File: src/rtl/pe_pkg.sv
package pe_pkg;
  // Position of the most significant set bit; 0 when none is set.
  function automatic int unsigned top_set(input logic [31:0] v);
    int unsigned idx;
    idx = 0;
    for (int i = 0; i < 32; i++) begin
      if (v[i]) idx = i;
    end
    return idx;
  endfunction
endpackage

File: src/rtl/pe_cell.sv
module pe_cell #(
  parameter int unsigned W = 8,
  localparam int unsigned CW = $clog2(W)
) (
  input  logic [W-1:0]  in_n,
  input  logic          ei_n,
  output logic [CW-1:0] a_n,
  output logic          gs_n,
  output logic          eo
);
  logic [W-1:0] act;
  logic         hit;

  always_comb begin
    act  = ~in_n;
    hit  = |act;
    a_n  = '1;
    gs_n = 1'b1;
    eo   = 1'b1;
    if (!ei_n) begin
      if (hit) begin
        a_n  = ~CW'(pe_pkg::top_set(32'(act)));
        gs_n = 1'b0;
      end else begin
        eo = 1'b0;
      end
    end
  end
endmodule

File: src/rtl/pe_merge.sv
module pe_merge #(
  parameter int unsigned STAGES = 2,
  parameter int unsigned LOW_W  = 3,
  localparam int unsigned SEL_W = $clog2(STAGES)
) (
  input  logic [STAGES*LOW_W-1:0] cell_code_n,
  input  logic [STAGES-1:0]       cell_gs_n,
  output logic [SEL_W+LOW_W-1:0]  code_n,
  output logic                    grp_n
);
  logic [LOW_W-1:0] low_n;
  logic [SEL_W-1:0] sel_n;

  always_comb begin
    low_n = '1;
    for (int s = 0; s < int'(STAGES); s++) begin
      low_n = low_n & cell_code_n[s*LOW_W +: LOW_W];
    end
  end

  // Only one cell can report at a time, so its index forms the upper bits.
  always_comb begin
    sel_n = '1;
    for (int b = 0; b < int'(SEL_W); b++) begin
      for (int s = 0; s < int'(STAGES); s++) begin
        if (((s >> b) & 1) == 1) sel_n[b] = sel_n[b] & cell_gs_n[s];
      end
    end
  end

  assign code_n = {sel_n, low_n};
  assign grp_n  = &cell_gs_n;
endmodule

File: src/rtl/prio_enc_cascade.sv
// STAGES must be a power of two and at least 2.
module prio_enc_cascade #(
  parameter int unsigned STAGE_W = 8,
  parameter int unsigned STAGES  = 2,
  localparam int unsigned REQ_W  = STAGE_W * STAGES,
  localparam int unsigned LOW_W  = $clog2(STAGE_W),
  localparam int unsigned SEL_W  = $clog2(STAGES),
  localparam int unsigned CODE_W = LOW_W + SEL_W
) (
  input  logic [REQ_W-1:0]  req_n,
  input  logic              en_n,
  output logic [CODE_W-1:0] code_n,
  output logic              grp_n,
  output logic              eo
);
  logic [STAGES:0]         chain_n;
  logic [STAGES*LOW_W-1:0] cell_code_n;
  logic [STAGES-1:0]       cell_gs_n;

  assign chain_n[STAGES] = en_n;

  generate
    for (genvar s = 0; s < STAGES; s++) begin : g_cell
      pe_cell #(.W(STAGE_W)) u_cell (
        .in_n (req_n[s*STAGE_W +: STAGE_W]),
        .ei_n (chain_n[s+1]),
        .a_n  (cell_code_n[s*LOW_W +: LOW_W]),
        .gs_n (cell_gs_n[s]),
        .eo   (chain_n[s])
      );
    end
  endgenerate

  pe_merge #(.STAGES(STAGES), .LOW_W(LOW_W)) u_merge (
    .cell_code_n (cell_code_n),
    .cell_gs_n   (cell_gs_n),
    .code_n      (code_n),
    .grp_n       (grp_n)
  );

  assign eo = chain_n[0];
endmodule

File: config.mk
export PLATFORM = sky130hd
export DESIGN_NAME = prio_enc_cascade
export DESIGN_NICKNAME = d
export VERILOG_FILES = /design/src/rtl/pe_pkg.sv /design/src/rtl/pe_cell.sv /design/src/rtl/pe_merge.sv /design/src/rtl/prio_enc_cascade.sv
export SDC_FILE = /design/constraint.sdc
export NUM_CORES = 1
export LEC_CHECK = 0
export BUFFER_PORTS_ARGS = -buffer_cell sky130_fd_sc_hd__buf_2
export CAP_MARGIN = 20
export CORE_AREA = 10 10 47 49
export DETAILED_ROUTE_END_ITERATION = 8
export DIE_AREA = 0 0 57 59
export GPL_ROUTABILITY_DRIVEN = 0
export PLACE_DENSITY_LB_ADDON = 0.2
export SYNTH_ARGS = -nofsm -noshare
export SYNTH_HDL_FRONTEND = slang
export SYNTH_SLANG_ARGS = --single-unit
File: constraint.sdc
create_clock -name vclk -period 1.6
set_input_delay 0 -clock vclk [all_inputs]
set_output_delay 0 -clock vclk [all_outputs]
set_load 0.03 [all_outputs]
# == After elaboration in Yosys (flattened, before gate mapping) ==
# Index checks and enable logic that the tools add are counted.
# word_totals
regBits,0
latch_bits,0
ram_bits,0
rom_bits,0
in_bits,17
n_memories,0
# op_classes
n_addsub,0
multipliers,0
n_div,0
magnitude_cmp,0
n_eq_ne,0
shifts,0
mux,30
n_bitwise,5
n_reduce_logical,3
# op_table
op,n
3-bit 2-to-1 mux,16
8-bit inverter,2
8-bit OR reduction,2
1-bit 2-to-1 mux,10
2-bit 2-to-1 mux,4
3-bit inverter,2
3-bit AND,1
2-bit AND reduction,1

# == Longest topological paths before layout ==
# Gate-level depths: netlist (run 1).
# depth
ltp_word,14
ltp_mapped,4
depth_no_buf,4

# == Hierarchy ==
# A second synthesis (run 1) with hierarchy kept.
# unflattened
cells_unflattened,33
hier_area_um2,205.2
# modules_own_cells
module,n_inst,cells_each,area_per_inst_um2
pe_cell,2,14,86.3
pe_merge,1,5,32.5

# == Worst setup path before layout (run 1) ==
# OpenSTA, ideal clock, no wires.
# synth_timing
path_type,input to output
start,input req_n[6]
end,output code_n[2]
arrival_time_ps,823
setup_slack_ps,777
stages,3
n_path_buf,0
path_cell_list,nand4_1 > and2b_2 > o21bai_1
# synth_between
elab_chain_len,9
word_cells_on_any_way,10
classes_between,6 x mux; 3 x bitwise; 1 x reduce/logical
# synth_lines
element,line,text
"start, declared",prio_enc_cascade.sv:10,"input logic [REQ_W-1:0] req_n,"
8-bit inverter *,pe_cell.sv:15,act = ~in_n;
3-bit 2-to-1 mux (2 in series),pe_pkg.sv:7,if (v[i]) idx = i;
3-bit 2-to-1 mux,pe_cell.sv:21,if (hit) begin
3-bit 2-to-1 mux,pe_cell.sv:20,if (!ei_n) begin
3-bit inverter,pe_cell.sv:22,a_n = ~CW'(pe_pkg::top_set(32'(act)));
3-bit 2-to-1 mux *,pe_cell.sv:21,
3-bit 2-to-1 mux *,pe_cell.sv:20,
3-bit AND *,pe_merge.sv:17,low_n = low_n & cell_code_n[s*LOW_W +: LOW_W];
"end, declared",prio_enc_cascade.sv:12,"output logic [CODE_W-1:0] code_n,"
# Mark *: on every way between the ends. The rest lies on a longest branch, timed or not. The select of a mux whose other input is x is not followed.

# == Final worst setup path (run 1) ==
# layout_timing
start,input req_n[11]
end,output code_n[0]
# layout_between
elab_chain_len,12
word_cells_on_any_way,16
classes_between,12 x mux; 3 x bitwise; 1 x reduce/logical
# layout_lines
element,line
8-bit inverter *,pe_cell.sv:15
2-bit 2-to-1 mux,pe_pkg.sv:7
3-bit 2-to-1 mux (4 in series),pe_pkg.sv:7
3-bit 2-to-1 mux,pe_cell.sv:21
3-bit 2-to-1 mux,pe_cell.sv:20
3-bit inverter,pe_cell.sv:22
3-bit 2-to-1 mux,pe_cell.sv:21
3-bit 2-to-1 mux,pe_cell.sv:20
3-bit AND *,pe_merge.sv:17
# Marks and branches as above.

==> impl_metrics.json, run 1 <==
{
  "wl_um": 861,
  "rsz0062_at_grt": "no",
  "sequentialPowerShare_pct": 0,
  "post-route-period-util_pct": 58.9,
  "post-place-cells": 69,
  "area_growth_pct": 67.6,
  "vdd.ir_drop.worst_v": 0.0000483,
  "fp.dieArea_sq_mm": 0.00336,
  "vias_per_cell": 4.29,
  "synth_nets": 48,
  "tightest_slew_ns": 0.263,
  "finalNonFillerCells": 69,
  "grt_pass1_vias": 304,
  "critPathKind": "input pin to primary output",
  "switchingPower_w": 0.0000467,
  "synth.distinct_cells": 14,
  "antenna_cells": 0,
  "grt_pass1_wl_um": 1250,
  "yosys-mux-area-fraction_pct": 0,
  "placementRows": 14,
  "die_w_um": 57,
  "antenna_found_initial": 0,
  "avgSynthCellArea_sq_um": 6.09,
  "boundaryPins": 23,
  "cts_setup_buffers": 0,
  "synthTopCellsByCount": "5 x nand2_1, 4 x a31oi_1, 4 x inv_1, 4 x o21ai_0, 3 x nand4_1",
  "ctsHoldBuffers": 0,
  "p_int_w": 0.0000323,
  "power_density_mw_per_mm2": 250,
  "ys_warn_count": 0,
  "yosys.area_share.simple_pct": 42.4,
  "combPwrFrac_pct": 100.0,
  "netlist_top_cells_area": "a31oi_1 13%, o21ai_0 11%, nand2_1 9.9%, nand4_1 9.9%, o22a_1 9.3%",
  "core-area_sq_mm": 0.00140,
  "grt_usage_pct": 4.19,
  "fmax_mhz": 1060,
  "numSequentialCells": 0,
  "fin_tns_setup_ns": 0,
  "globalRouteOverflowTotal": 0,
  "synth_fa_ha_area_share_pct": 0,
  "max-slew-margin-rel_pct": 82.4,
  "yosysMostFrequentCell": "nand2_1",
  "drt_iter0_drc": 8,
  "p_sw_share_pct": 59.1,
  "drtPass1Iterations": 4,
  "finalCriticalPeriod_ns": 0.942,
  "required_ns": 1.60,
  "drcViolationCount": 0,
  "postRouteAntennaNets": 0,
  "critPathLaunchType": "input pin",
  "whs_path_depth": 4,
  "hp-start": "en_n",
  "yosysTopAreaCellShare_pct": 13.2,
  "finalSetupViolCount": 0,
  "die_y_um": 59,
  "cellLeakagePower_nw": 0.155,
  "synth_area_leader_cell": "a31oi_1",
  "nClkBuffers": 0,
  "num_vias": 296,
  "final_max_slew_viol_count": 0,
  "hpwl_um": 786,
  "synth_xor_area_share_pct": 0,
  "grt_start_max_net_pins": 5,
  "p_clk_share_pct": 0,
  "synth_top_family_by_area": "compound AO/OA/AOI/OAI gates",
  "synth_area_sq_um": 189,
  "hold_path.class": "input pin to primary output",
  "crit_fanout": 3,
  "synth_compound_area_share_pct": 45.7,
  "ctsResizeCount": 0,
  "netlist_instances": 31,
  "hold-path-endpoint": "eo",
  "initial_utilization_pct": 13.5,
  "layout-drive-gt1-share_pct": 52.8,
  "regArea_sq_um": 0,
  "routedWlPerCell_um": 12.5,
  "finalHoldViolations": 0,
  "seq_area_frac_synth_pct": 0,
  "arrival_ns": 0.94,
  "portBuffers": 23,
  "drv_cap": 0,
  "status": "completed",
  "endpoint_kind": "primary output",
  "fin_nets": 72
}
critical path, stage by stage:
cell	delay (ns)
buf_2	0.11
nand4_2	0.13
nor3_2	0.22
o21ai_2	0.10
o22a_1	0.21
buf_2	0.17
layer usage:
layer	wire length, um	part of all wire (%)	global-route usage (%)
met1	351	41	4.85
met3	69	8.0	1.29
met4	0	0	0
met5	0	0	0
met2	440	51	7.75
cell usage in the layout, fill, tap and decap left out:
| master | n |
|---|---|
| nand4_1 | 3 |
| and2_2 | 1 |
| nand4_2 | 1 |
| nor2_1 | 1 |
| a31oi_1 | 4 |
| nand2_1 | 5 |
| o21ai_2 | 1 |
| buf_2 | 23 |
| o21ai_0 | 4 |
| o21bai_1 | 2 |
| nor3_2 | 1 |
| o22a_1 | 2 |
| inv_1 | 4 |
| and2b_2 | 1 |
cells by family after synthesis:
kind of cell,Yosys count
compound gates,13
buf+inv,5
simple gates,13
final cells by class:
cell class | count | area (sq um)
multi-input cells | 26 | 166
fillers | 177 | 1080
inverters | 4 | 15.0
repair buffers | 23 | 115
well taps | 16 | 20.0
metrics by stage:
| step | utilization [%] | cell area [sq um] | setup WS [ns] | power [W] | hold WS, ns |
|---|---|---|---|---|---|
| after floorplan | - | 189 | 0.777 | 0.0000401 | 0.249 |
| after global placement | 22.6 | 317 | 0.626 | 0.0000793 | 0.406 |
| after detailed placement | 22.6 | 317 | 0.650 | 0.0000799 | 0.412 |
| after CTS | 22.6 | 317 | 0.641 | 0.0000801 | 0.413 |
| after global routing | 22.6 | 317 | 0.572 | 0.0000872 | 0.430 |
| final | 22.6 | 317 | 0.658 | 0.0000790 | 0.404 |
worst max-delay path by stage:
stage	startpoint	to
6_report	req_n[11]	code_n[0]
5_1_grt	req_n[11]	code_n[0]
4_1_cts	req_n[10]	code_n[0]
3_5_place_dp	req_n[10]	code_n[0]
3_3_place_gp	req_n[11]	code_n[0]
2_1_floorplan	req_n[6]	code_n[2]
power groups by stage:
| stage | clock network (W) | logic, W | registers, W |
|---|---|---|---|
| floorplan | 0 | 0.0000401 | 0 |
| global placement | 0 | 0.0000793 | 0 |
| detailed placement | 0 | 0.0000799 | 0 |
| CTS | 0 | 0.0000801 | 0 |
| global route | 0 | 0.0000872 | 0 |
| finish | 0 | 0.0000790 | 0 |
(Power assumes the default switching activity.)
==> inputs of run 2 (changes only) <==
==> constraint.sdc (replaced) <==
create_clock -name vclk -period 0.9
set_input_delay 0 -clock vclk [all_inputs]
set_output_delay 0 -clock vclk [all_outputs]
set_load 0.03 [all_outputs]
==> run 2 against run 1 <==
- the flow now finishes with violations (negative setup slack)
- non-clock buffer count is 10 higher
- die area stayed put
- wire length is 8.8% higher
==> impl_metrics.json, run 2 (synthesized netlist as in run 1, its figures left out) <==
{
  "status": "complete, but fails checks",
  "failed_checks": "negative setup slack",
  "die_w_um": 57,
  "hold-path-endpoint": "code_n[2]",
  "finalNonFillerCells": 79,
  "hp-start": "en_n",
  "postRouteAntennaNets": 0,
  "hpwl_um": 786,
  "boundaryPins": 23,
  "core-area_sq_mm": 0.00140,
  "final_area_sq_um": 494,
  "nClkBuffers": 0,
  "num_vias": 347,
  "fin_tns_setup_ns": -0.0749,
  "initial_utilization_pct": 13.5,
  "setup_ws_ns": -0.0393,
  "required_ns": 0.90,
  "tightest_slew_ns": 0.228,
  "numSequentialCells": 0,
  "crit_path_top_delay_cell": "o22a_1",
  "fmax_mhz": 1060,
  "placementRows": 14,
  "cellLeakagePower_nw": 0.242,
  "drt_iter0_drc": 6,
  "regArea_sq_um": 0,
  "globalRouteOverflowTotal": 0,
  "power_density_mw_per_mm2": 423,
  "crit_fanout": 3,
  "grt_pass1_vias": 312,
  "routedWlPerCell_um": 11.9,
  "finalHoldViolations": 0,
  "wl_um": 937,
  "grt_usage_pct": 4.58,
  "final_max_slew_viol_count": 0,
  "antenna_found_initial": 0,
  "area_growth_pct": 162,
  "finalCriticalPeriod_ns": 0.939,
  "final_cell_mix": "13 x buf_6, 10 x buf_2, 10 x buf_4",
  "vias_per_cell": 4.39,
  "drcViolationCount": 0,
  "max-slew-margin-rel_pct": 84.8,
  "whs_path_depth": 3,
  "crit_chain": "buf_6, nand4_1, nor3_4, o21ai_2, o22a_1, buf_6",
  "max_stage_delay_ns": 0.22,
  "fin_nets": 82,
  "arrival_ns": 0.94,
  "grt_pass1_wl_um": 1360,
  "path_common_cell": "buf_6",
  "die_y_um": 59,
  "endpoint_kind": "primary output",
  "cp_num_buf_inv": 2,
  "place_area_sq_um": 384,
  "vdd.ir_drop.worst_v": 0.0000903,
  "grt_start_max_net_pins": 5,
  "layout-drive-gt1-share_pct": 63.5,
  "final_common_cell": "buf_6",
  "rsz0062_at_grt": "yes",
  "hold_path.class": "input pin to primary output",
  "cp_top_family": "simple AND/OR/NAND/NOR gates",
  "drv_cap": 0,
  "portBuffers": 23,
  "antenna_cells": 0,
  "post-place-cells": 78,
  "post-route-period-util_pct": 104,
  "drtPass1Iterations": 4,
  "fp.dieArea_sq_mm": 0.00336,
  "critPathLaunchType": "input pin",
  "critPathKind": "input pin to primary output",
  "finalSetupViolCount": 2
}
run 2: metal layers:
layer	wire [um]	vias to the layer above	GRT usage, %	share of wire (%)
met1	355	153	5.22	38
met5	0	-	0	0
li1	-	182	-	-
met3	99	0	1.93	11
met2	481	12	8.22	51
met4	0	0	0	0
run 2: worst max-delay path by stage:
stage                     slack, ns        end  cells after the start  startpoint
after global placement        -0.07  code_n[0]                      6   req_n[11]
final                         -0.04  code_n[1]                      6   req_n[14]
after floorplan                0.08  code_n[2]                      3    req_n[6]
after detailed placement      -0.05  code_n[0]                      6   req_n[11]
after global routing          -0.09  code_n[1]                      6   req_n[14]
after CTS                     -0.01  code_n[0]                      6   req_n[14]
run 2: what timing repair did:
| action | in CTS | in global routing |
|---|---|---|
| pin swaps | 5 | 1 |
| setup buffers | 1 | 1 |
| resized for setup | 11 | 14 |
| hold buffers | 0 | 0 |
| endpoints found under the setup margin | 3 | 5 |
run 2: layout make-up:
class                           count  area (sq um)
Inverter                            4          15.0
Multi-Input combinational cell     26           188
Fill cell                         156           907
Timing Repair Buffer               33           272
Tap cell                           16          20.0
run 2: report_power, final:
part,internal [W],switching [W]
Combinational,0.000114,0.0000946
Sequential,0,0
Clock,0,0
Total,0.000114,0.0000946
run 2: stage by stage:
stage	worst slack (ns)	total power [W]	utilization [%]	hold WS, ns
floorplan	0.0770	0.0000713	-	0.249
global placement	-0.0715	0.000166	27.4	0.430
detailed placement	-0.0541	0.000167	27.4	0.415
CTS	-0.0101	0.000195	32.0	0.441
global route	-0.0865	0.000227	35.3	0.444
finish	-0.0393	0.000209	35.3	0.399
==> inputs of run 3 (changes only) <==
--- a/config.mk
+++ b/config.mk
@@ -11,7 +11,7 @@
 export DETAILED_ROUTE_END_ITERATION = 8
 export DIE_AREA = 0 0 57 59
 export GPL_ROUTABILITY_DRIVEN = 0
-export PLACE_DENSITY_LB_ADDON = 0.2
+export PLACE_DENSITY = 0.39
 export SYNTH_ARGS = -nofsm -noshare
 export SYNTH_HDL_FRONTEND = slang
 export SYNTH_SLANG_ARGS = --single-unit
==> run 3 against run 2 <==
- the run still ends with negative setup slack left
- sequential share of layout area is the same
- total power grew 4.2%
- global-route usage is essentially flat
- worst hold slack gained 0.0061 ns
- wire length grew 5.1%
- non-clock buffer count grew 3
- critical path depth is the same
- critical path type unchanged
- largest cell class unchanged
==> impl_metrics.json, run 3 (synthesized netlist as in run 1, its figures left out) <==
{
  "status": "complete, but fails checks",
  "failed_checks": "negative setup slack",
  "use_met3_pct": 0.644,
  "gr-usage-met2_pct": 8.99,
  "cellLeakagePower_nw": 0.253,
  "finalCriticalPeriod_ns": 0.901,
  "numSequentialCells": 0,
  "grt_pass1_wl_um": 1390,
  "setup_ws_ns": -0.00141,
  "crit_path_top_delay_cell": "nor3_4",
  "top_usage_layer": "met2",
  "power_w": 0.000218,
  "routedWlPerCell_um": 12.0,
  "max-slew-margin-rel_pct": 87.8,
  "p_int_w": 0.000119,
  "die_y_um": 59,
  "nClkBuffers": 0,
  "final_max_slew_viol_count": 0,
  "drt_iter0_drc": 4,
  "boundaryPins": 23,
  "num_vias": 348,
  "vias_per_cell": 4.24,
  "multi_input_area_sq_um": 194,
  "drtPass1Iterations": 3,
  "power_density_mw_per_mm2": 426,
  "core-area_sq_mm": 0.00140,
  "wl_um": 985,
  "fin_nets": 85,
  "area_growth_pct": 171,
  "p_clk_share_pct": 0,
  "layout-drive-gt1-share_pct": 63.6,
  "grt_start_max_net_pins": 5,
  "switchingPower_w": 0.0000984,
  "grt_usage_pct": 4.62,
  "final_common_cell": "buf_4",
  "endpoint_kind": "primary output",
  "finalHoldViolations": 0,
  "rsz0062_at_grt": "yes",
  "cp_num_buf_inv": 2,
  "vdd.ir_drop.worst_v": 0.000118,
  "arrival_ns": 0.90,
  "final_cell_mix": "16 x buf_4, 10 x buf_2, 10 x buf_6, 5 x nand2_1",
  "p_sw_share_pct": 45.2,
  "die_w_um": 57,
  "critPathLaunchType": "input pin",
  "critPathKind": "input pin to primary output",
  "post-route-period-util_pct": 100,
  "hpwl_um": 806,
  "combPwrFrac_pct": 100.0,
  "drv_cap": 0,
  "grt_pass1_vias": 339,
  "initial_utilization_pct": 13.5,
  "portBuffers": 23,
  "antenna_found_initial": 0,
  "required_ns": 0.90,
  "tightest_slew_ns": 0.181,
  "placementRows": 14,
  "grt_util_met1_pct": 5.46,
  "antenna_cells": 0,
  "post-route-util_pct": 36.5,
  "hold_path.class": "input pin to primary output",
  "crit_fanout": 3,
  "postRouteAntennaNets": 0,
  "drcViolationCount": 0,
  "regArea_sq_um": 0,
  "fmax_mhz": 1110,
  "crit_chain": "buf_4, nand4_4, nor3_4, o21ai_2, o22a_1, buf_6",
  "finalSetupViolCount": 1,
  "sequentialPowerShare_pct": 0,
  "globalRouteOverflowTotal": 0,
  "ctsHoldBuffers": 0,
  "fp.dieArea_sq_mm": 0.00336,
  "cp_top_family": "simple AND/OR/NAND/NOR gates",
  "fillers": 158,
  "max_stage_delay_ns": 0.23
}
run 3: metrics by stage:
step	instances	TNS, ns	hold slack [ns]	area [sq um]	setup WS [ns]
after detailed placement	79	-0.0996	0.397	392	-0.0429
after CTS	80	-0.0503	0.426	468	-0.0259
final	82	-0.00141	0.405	512	-0.00141
after global placement	79	-0.208	0.404	392	-0.0818
after global routing	82	-0.0470	0.425	512	-0.0274
after floorplan	31	0	0.249	189	0.0770
run 3: metal layers:
metal  vias to the layer above  share of wire (%)
met5                         -                  0
met4                         0                  0
met3                         0                4.1
met2                         8                 55
met1                       154                 40
li1                        186                  -
run 3: final timing paths:
path / cells past startpoint / slack [ns] / from / end
setup / recovery: 6 / -0.001 / req_n[10] / code_n[0]
hold / removal: 3 / 0.40 / en_n / code_n[2]
run 3: layout make-up:
class                      instances  area share (%)
inverter                           4            2.93
multi-input combinational         26            37.9
tap                               16            3.91
timing repair buffer              36            55.3
run 3: power groups by stage:
stage	clock [W]	sequential [W]	combinational [W]
2_1_floorplan	0	0	0.0000713
3_3_place_gp	0	0	0.000169
3_5_place_dp	0	0	0.000168
4_1_cts	0	0	0.000200
5_1_grt	0	0	0.000233
6_report	0	0	0.000218
run 3: repair_timing:
action                                  4_1_cts  5_1_grt
hold endpoints to repair                      0        0
pin swaps                                     4        2
endpoints found under the setup margin        3        6
gates resized for setup                      15        9
setup buffers                                 1        2
gates cloned                                  0        0
